**config.mk**
```make
export PLATFORM = sky130hd
export DESIGN_NAME = dsk_deskew_bank
export DESIGN_NICKNAME = d
export VERILOG_FILES = /design/src/rtl/dsk_pkg.sv /design/src/rtl/dsk_lane.sv /design/src/rtl/dsk_strobe_pipe.sv /design/src/rtl/dsk_deskew_bank.sv
export SDC_FILE = /design/constraint.sdc
export NUM_CORES = 1
export LEC_CHECK = 0
export ABC_AREA = 0
export BUFFER_PORTS_ARGS = -buffer_cell sky130_fd_sc_hd__buf_2
export CAP_MARGIN = 20
export CORE_MARGIN = 3
export CORE_UTILIZATION = 55
export CTS_BUF_LIST = sky130_fd_sc_hd__clkbuf_4
export DETAILED_ROUTE_END_ITERATION = 10
export PLACE_DENSITY = 0.81
export SETUP_SLACK_MARGIN = 0.2
export SLEW_MARGIN = 10
export SYNTH_ARGS = -nofsm -noshare
export SYNTH_HDL_FRONTEND = slang
export SYNTH_SLANG_ARGS = --single-unit
```
**constraint.sdc**
```tcl
create_clock -name clk -period 1.1 [get_ports clk]
set_input_delay 0.11 -clock clk [delete_from_list [all_inputs] [get_ports clk]]
set_output_delay 0.11 -clock clk [all_outputs]
set_load 0.01 [all_outputs]
```
**src/rtl/dsk_pkg.sv**
```systemverilog
`timescale 1ns/1ps
package dsk_pkg;
    // whole-clock latency from first-stage capture to the output register
    function automatic int latency_of(input int stages);
        return (stages + 1) / 2;
    endfunction

    // rising-edge registers a lane needs between its capture and the output register
    function automatic int rise_depth(input int lat, input int idx);
        return lat - 1 - (idx / 2);
    endfunction
endpackage

```
**src/rtl/dsk_lane.sv**
```systemverilog
`timescale 1ns/1ps
module dsk_lane #(
    parameter int W   = 2,
    parameter int IDX = 0,
    parameter int M   = 1
) (
    input  logic         clk,
    input  logic         rst,
    input  logic [W-1:0] code_in,
    output logic [W-1:0] lane_out
);
    localparam bit ON_FALL = (IDX % 2) == 1;
    localparam int DEPTH   = dsk_pkg::rise_depth(M, IDX);

    logic [W-1:0] cap_d, cap_q;

    always_comb begin
        cap_d = rst ? '0 : code_in;
    end

    generate
        if (ON_FALL) begin : g_fall_cap
            always_ff @(negedge clk) begin
                cap_q <= cap_d;
            end
        end else begin : g_rise_cap
            always_ff @(posedge clk) begin
                cap_q <= cap_d;
            end
        end

        if (DEPTH > 0) begin : g_chain
            logic [DEPTH-1:0][W-1:0] sh_d, sh_q;

            always_comb begin
                sh_d = sh_q;
                if (rst) begin
                    sh_d = '0;
                end else begin
                    sh_d[0] = cap_q;
                    for (int j = 1; j < DEPTH; j++) begin
                        sh_d[j] = sh_q[j-1];
                    end
                end
            end

            always_ff @(posedge clk) begin
                sh_q <= sh_d;
            end

            assign lane_out = sh_q[DEPTH-1];
        end else begin : g_direct
            assign lane_out = cap_q;
        end
    endgenerate
endmodule

```
**src/rtl/dsk_strobe_pipe.sv**
```systemverilog
`timescale 1ns/1ps
module dsk_strobe_pipe #(
    parameter int DEPTH = 1
) (
    input  logic clk,
    input  logic rst,
    input  logic strobe_in,
    output logic strobe_out
);
    logic [DEPTH-1:0] pipe_d, pipe_q;

    always_comb begin
        if (rst) begin
            pipe_d = '0;
        end else begin
            pipe_d[0] = strobe_in;
            for (int j = 1; j < DEPTH; j++) begin
                pipe_d[j] = pipe_q[j-1];
            end
        end
    end

    always_ff @(posedge clk) begin
        pipe_q <= pipe_d;
    end

    assign strobe_out = pipe_q[DEPTH-1];
endmodule

```
**src/rtl/dsk_deskew_bank.sv**
```systemverilog
`timescale 1ns/1ps
module dsk_deskew_bank #(
    parameter int NUM_STAGES = 5,
    parameter int STAGE_BITS = 2
) (
    input  logic                             clk,
    input  logic                             rst,
    input  logic                             in_strobe,
    input  logic [NUM_STAGES*STAGE_BITS-1:0] stage_codes,
    output logic                             out_valid,
    output logic [NUM_STAGES*STAGE_BITS-1:0] out_word
);
    localparam int WW = NUM_STAGES * STAGE_BITS;
    localparam int M  = dsk_pkg::latency_of(NUM_STAGES);

    typedef struct packed {
        logic          valid;
        logic [WW-1:0] word;
    } out_t;

    out_t out_d, out_q;

    logic [STAGE_BITS-1:0] lane_w [NUM_STAGES];
    logic                  strobe_w;

    generate
        for (genvar g = 0; g < NUM_STAGES; g++) begin : g_lane
            dsk_lane #(
                .W   (STAGE_BITS),
                .IDX (g),
                .M   (M)
            ) lane_i (
                .clk      (clk),
                .rst      (rst),
                .code_in  (stage_codes[(NUM_STAGES-1-g)*STAGE_BITS +: STAGE_BITS]),
                .lane_out (lane_w[g])
            );
        end
    endgenerate

    dsk_strobe_pipe #(
        .DEPTH (M)
    ) strobe_i (
        .clk        (clk),
        .rst        (rst),
        .strobe_in  (in_strobe),
        .strobe_out (strobe_w)
    );

    always_comb begin
        out_d = out_q;
        if (rst) begin
            out_d = '0;
        end else begin
            out_d.valid = strobe_w;
            for (int i = 0; i < NUM_STAGES; i++) begin
                out_d.word[(NUM_STAGES-1-i)*STAGE_BITS +: STAGE_BITS] = lane_w[i];
            end
        end
    end

    always_ff @(posedge clk) begin
        out_q <= out_d;
    end

    assign out_valid = out_q.valid;
    assign out_word  = out_q.word;
endmodule

```
==> impl_metrics.py, run 1 <==
metrics = {
    "clock_network": {
        "clockRootBuffer": "clkbuf_4",
        "insertion_delay_ns": 0.36,
        "clock_path_buffers": 2,
        "cts_tree": "yes",
        "clock_sinks": 36,
        "cts_buffers": 5,
        "clkTransAtPathRegs_ns": 0.10,
        "htree_num_levels": 2,
    },
    "synth": {
        "synthTopCellsByArea": "dfxtp_1 72%, nor2b_1 19%, and2b_2 5.3%, buf_6 3.4%, inv_1 0.38%",
        "syn_nets": 89,
        "syn_area_per_cell_sq_um": 13.1,
        "netlist_instances": 76,
        "netlist_area_sq_um": 998,
        "synthSimpleGateAreaFrac": 0.241,
        "synth_xor_area_frac": 0,
        "synth_top_family_by_area": "simple AND/OR/NAND/NOR gates",
        "ys_warn_count": 0,
        "synth_top_cell_by_area": "dfxtp_1",
        "synth_cell_type_count": 5,
        "synth-compound-area-share": 0,
        "synth_top_area_frac": 0.722,
        "synthAdderAreaFrac": 0,
        "synthMuxAreaShare": 0,
        "ys_ff_latch": 36,
        "ys_seq_area_frac": 0.722,
    },
    "run_status": {
        "outcome": "finished, violations left",
        "violations": "setup timing",
    },
    "flow_run": {
        "drv_cap": 0,
    },
    "routing": {
        "drtIter0Drc": 0,
        "vias": 540,
        "wl_met3_um": 90,
        "wl_met1_um": 454,
        "vias_per_cell": 4.00,
        "wire_per_inst_um": 8.60,
        "wl_met2_um": 616,
        "post-route-drc-count": 0,
        "routed.top_layer": "met3",
        "drt-pass1-iter-count": 1,
        "ant_nets": 0,
        "drt-total-wl_um": 1160,
    },
    "placement": {
        "pre_cts_slack_ns": 0.0281,
        "place_inst": 121,
        "gp_congestion": 0.607,
        "placement.cell_area_sq_um": 1120,
        "port_buffers": 23,
    },
    "setup_path": {
        "required_ns": 1.30,
        "cp_data_arrival_time_ns": 1.32,
        "critPathBufInv": 0,
        "ff2ff_path_depth": 1,
        "cp_slowest_cell": "dfxtp_2",
        "startpoint_type": "flip-flop",
        "criticalPathCategory": "reg2reg",
        "slowest_delay_ns": 0.30,
        "crit_family": "flip-flops",
        "cp.depth": 1,
        "crit_path_end_kind": "flip-flop",
        "r2r-start": "g_lane[3].lane_i.cap_q[1]",
        "path_max_fanout": 1,
        "path_cells": "nor2b_4",
        "rr_endpoint": "g_lane[3].lane_i.lane_out[1]",
        "reg2reg_slack_ns": -0.02,
    },
    "cells_and_area": {
        "final_nets": 123,
        "instances_no_fill": 135,
        "area_growth_pct": 23.3,
        "fillers": 120,
        "final_cell_mix": "34 x dfxtp_1, 29 x nor2b_1, 22 x buf_2",
        "drive_gt1_frac": 0.360,
        "diodes": 0,
        "fin_area_sq_um": 1230,
        "final_common_cell": "dfxtp_1",
    },
    "sta": {
        "slew_headroom": 0.804,
        "finalHoldViolations": 0,
        "clock_skew_ns": 0.0588,
        "drv_slew": 0,
        "finalSetupViolations": 3,
        "tightest_slew_ns": 0.293,
        "worst_slack_ns": -0.0159,
        "rsz0062_at_grt": "yes",
    },
    "die": {
        "core_sq_um": 1610,
        "die_height_um": 48.6,
        "start_util": 0.620,
        "design.die.area_sq_um": 2360,
        "boundaryPins": 24,
        "fp-row-count": 14,
        "die_width_um": 48.6,
    },
    "power": {
        "leakagePower_nw": 0.580,
        "total_power_mw": 2.17,
        "p_per_area_nw_per_um2": 1760,
        "ir_drop_mv": 1.17,
    },
    "grt": {
        "overflow": 0,
        "gr-usage-all-layers": 0.117,
        "grt_start_max_net_pins": 33,
        "antenna_found_initial": 0,
        "grt_pass1_vias": 505,
        "grt_pass1_wl_um": 2070,
    },
    "worst_hold_path": {
        "hold_path_end": "strobe_i.pipe_q[0]",
        "min-delay-start": "in_strobe",
        "min_path_cells": 2,
        "hp-class": "in2reg",
    },
}
==> synth_stat cells, drive strengths merged <==
cell	instances
inv	1
and2b	6
dfxtp	36
buf	3
nor2b	30
==> per-stage QoR <==
stage	utilization	hold WS (ns)	TNS, ns
CTS	0.741	0.00327	-0.0286
finish	0.764	0.0112	-0.0424
floorplan	-	0.238	0
global route	0.764	0.00355	-0.124
global placement	0.693	0.317	0
detailed placement	0.693	0.322	0
==> state kept, by name, summed over array words and instances, names as in the netlist <==
name                        flops
out_valid                       1
g_lane.lane_i.g_chain.sh_q      4
strobe_i.pipe_q                 3
g_lane.lane_i.lane_out         10
g_lane.lane_i.cap_q             8
out_word                       10
==> routing by layer <==
layer / GRT usage / vias to the layer above
met5: 0 / -
met2: 0.199 / 18
met3: 0.0552 / 0
met1: 0.121 / 226
li1: - / 296
met4: 0.0569 / 0
==> what timing repair did <==
item | CTS | global route
gates cloned | 0 | 0
hold buffers | 1 | 2
setup endpoints to repair | 4 | 8
setup buffers | 0 | 0
gates resized for setup | 0 | 5
endpoints found under the hold margin | 1 | 2
==> logic make-up after synthesis <==
logic type | count (synthesis)
buffers and inverters | 4
DFF | 36
and+or+nand+nor | 36
==> cell type report <==
cell class | instances | area, sq um | share of cell area
clock inverters | 5 | 18.8 | 0.0152
multi-input cells | 36 | 248 | 0.201
clock buffers | 7 | 52.6 | 0.0427
flip-flops and latches | 36 | 723 | 0.587
well taps | 24 | 30.0 | 0.0244
repair buffers | 27 | 159 | 0.129
==> power breakdown <==
part | total [mW] | switching, mW | internal [mW]
Combinational | 0.102 | 0.0406 | 0.0618
Sequential | 1.36 | 0.00875 | 1.35
Clock | 0.702 | 0.388 | 0.314
Total | 2.17 | 0.437 | 1.73
==> how the worst max path moves through the flow <==
| stage | slack, ns | start | to |
|---|---|---|---|
| after detailed placement | 0.03 | g_lane[1].lane_i.cap_q[1] | g_lane[1].lane_i.g_chain.sh_q[1] |
| after global routing | -0.05 | g_lane[3].lane_i.cap_q[0] | g_lane[3].lane_i.lane_out[0] |
| after CTS | -0.01 | g_lane[3].lane_i.cap_q[1] | g_lane[3].lane_i.lane_out[1] |
| final | -0.02 | g_lane[3].lane_i.cap_q[1] | g_lane[3].lane_i.lane_out[1] |
| after floorplan | 0.06 | g_lane[1].lane_i.cap_q[0] | g_lane[1].lane_i.g_chain.sh_q[0] |
| after global placement | 0.04 | g_lane[3].lane_i.cap_q[0] | g_lane[3].lane_i.lane_out[0] |
No activity file was read; power rests on OpenSTA's default activity.
==> run 2, diff against run 1 <==
- CORE_MARGIN: 3 -> 10
==> impl_metrics.py, run 2 (same netlist as run 1, synthesis figures left out) <==
metrics = {
    "placement": {
        "place_inst": 122,
        "pre_cts_slack_ns": 0.0275,
        "port_buffers": 23,
        "gp_congestion": 0.620,
    },
    "worst_hold_path": {
        "min_path_cells": 2,
        "hold_path_end": "g_lane[4].lane_i.lane_out[0]",
        "min-delay-start": "stage_codes[0]",
        "hp-class": "in2reg",
    },
    "setup_path": {
        "reg2reg_slack_ns": -0.01,
        "path_cells": "nor2b_4",
        "slowest_delay_ns": 0.30,
        "ff2ff_path_depth": 1,
        "path_max_fanout": 1,
        "crit_path_end_kind": "flip-flop",
        "crit_family": "flip-flops",
        "critPathBufInv": 0,
        "r2r-start": "g_lane[1].lane_i.cap_q[0]",
        "criticalPathCategory": "reg2reg",
        "cp_slowest_cell": "dfxtp_2",
        "required_ns": 1.30,
        "cp_data_arrival_time_ns": 1.32,
        "rr_endpoint": "g_lane[1].lane_i.g_chain.sh_q[0]",
        "startpoint_type": "flip-flop",
    },
    "cells_and_area": {
        "final_common_cell": "dfxtp_1",
        "drive_gt1_frac": 0.387,
        "diodes": 0,
        "final_nets": 123,
        "final_cell_mix": "31 x dfxtp_1, 29 x nor2b_1, 19 x buf_2",
        "area_growth_pct": 25.7,
        "instances_no_fill": 136,
    },
    "run_status": {
        "outcome": "finished, violations left",
        "violations": "setup timing",
    },
    "sta": {
        "finalHoldViolations": 0,
        "worst_slack_ns": -0.0134,
        "rsz0062_at_grt": "yes",
        "clock_skew_ns": 0.0517,
        "finalSetupViolations": 4,
        "fin_tns_setup_ns": -0.0398,
        "tightest_slew_ns": 0.289,
        "drv_slew": 0,
        "slew_headroom": 0.807,
    },
    "routing": {
        "drt-total-wl_um": 1410,
        "drt-pass1-iter-count": 2,
        "vias": 562,
        "drtIter0Drc": 2,
        "ant_nets": 0,
        "wire_per_inst_um": 10.4,
        "post-route-drc-count": 0,
        "vias_per_cell": 4.13,
    },
    "grt": {
        "overflow": 0,
        "antenna_found_initial": 0,
        "gr-usage-all-layers": 0.0823,
        "grt_pass1_wl_um": 2510,
        "grt_start_max_net_pins": 33,
        "grt_pass1_vias": 613,
    },
    "die": {
        "boundaryPins": 24,
        "core_sq_um": 1730,
        "die_height_um": 62.6,
        "die_width_um": 62.6,
        "start_util": 0.578,
        "fp-row-count": 15,
        "design.die.area_sq_um": 3920,
    },
    "clock_network": {
        "clockRootBuffer": "clkbuf_4",
        "clkTransAtPathRegs_ns": 0.09,
        "clock_sinks": 36,
        "htree_num_levels": 2,
        "insertion_delay_ns": 0.36,
        "clock_path_buffers": 2,
        "cts_tree": "yes",
        "post_cts_buffers": 0,
        "cts_buffers": 5,
    },
    "power": {
        "p_per_area_nw_per_um2": 1730,
        "leakagePower_nw": 0.584,
        "ir_drop_mv": 1.19,
    },
    "flow_run": {
        "drv_cap": 0,
    },
}
==> run 2: cell count changes in the layout (fill, tap and decap cells not counted) <==
cell     change
buf_2        -3
buf_6        +3
dfxtp_1      -3
dfxtp_2      +3
==> run 2: cell type report <==
class | instances | area, sq um
sequential | 36 | 727
clock inverter | 5 | 18.8
clock buffer | 7 | 52.6
fill | 133 | 472
tap | 25 | 31.3
multi-input combinational | 36 | 248
timing repair buffer | 27 | 178
==> run 2: how the worst max path moves through the flow <==
| stage | to | slack, ns | start | depth (start not counted) |
|---|---|---|---|---|
| finish | g_lane[1].lane_i.g_chain.sh_q[0] | -0.01 | g_lane[1].lane_i.cap_q[0] | 1 |
| global route | g_lane[1].lane_i.g_chain.sh_q[0] | -0.03 | g_lane[1].lane_i.cap_q[0] | 1 |
| CTS | g_lane[3].lane_i.lane_out[1] | -0.02 | g_lane[3].lane_i.cap_q[1] | 1 |
| detailed placement | g_lane[1].lane_i.g_chain.sh_q[1] | 0.03 | g_lane[1].lane_i.cap_q[1] | 1 |
| global placement | g_lane[3].lane_i.lane_out[0] | 0.04 | g_lane[3].lane_i.cap_q[0] | 1 |
| floorplan | g_lane[1].lane_i.g_chain.sh_q[0] | 0.06 | g_lane[1].lane_i.cap_q[0] | 1 |
==> run 2: where the power goes <==
part | internal (mW) | switching [mW] | total (mW)
clock network | 0.314 | 0.387 | 0.701
registers | 1.35 | 0.0104 | 1.36
logic | 0.0656 | 0.0420 | 0.108
==> run 2: what timing repair did <==
item | in CTS | in global routing
endpoints found under the setup margin | 4 | 13
hold endpoints to repair | 3 | 0
resized for setup | 0 | 10
pin swaps | 0 | 0
hold buffers | 3 | 0
gates cloned | 0 | 0
==> run 2: per-stage QoR <==
step / area, sq um / power, mW / hold slack, ns / utilization
2_1_floorplan: 1000 / 1.48 / 0.238 / -
3_3_place_gp: 1120 / 1.51 / 0.317 / 0.648
3_5_place_dp: 1120 / 1.51 / 0.322 / 0.648
4_1_cts: 1220 / 2.19 / 0.00155 / 0.704
5_1_grt: 1250 / 2.30 / 0.00226 / 0.727
6_report: 1250 / 2.17 / 0.00892 / 0.727
==> run 2: routing by layer <==
| layer | track usage | up-vias | wire (um) |
|---|---|---|---|
| met1 | 0.0766 | 249 | 626 |
| met3 | 0.0484 | 2 | 103 |
| met4 | 0.0587 | 0 | 14 |
| met2 | 0.132 | 19 | 668 |
| li1 | - | 292 | - |
| met5 | 0 | - | 0 |
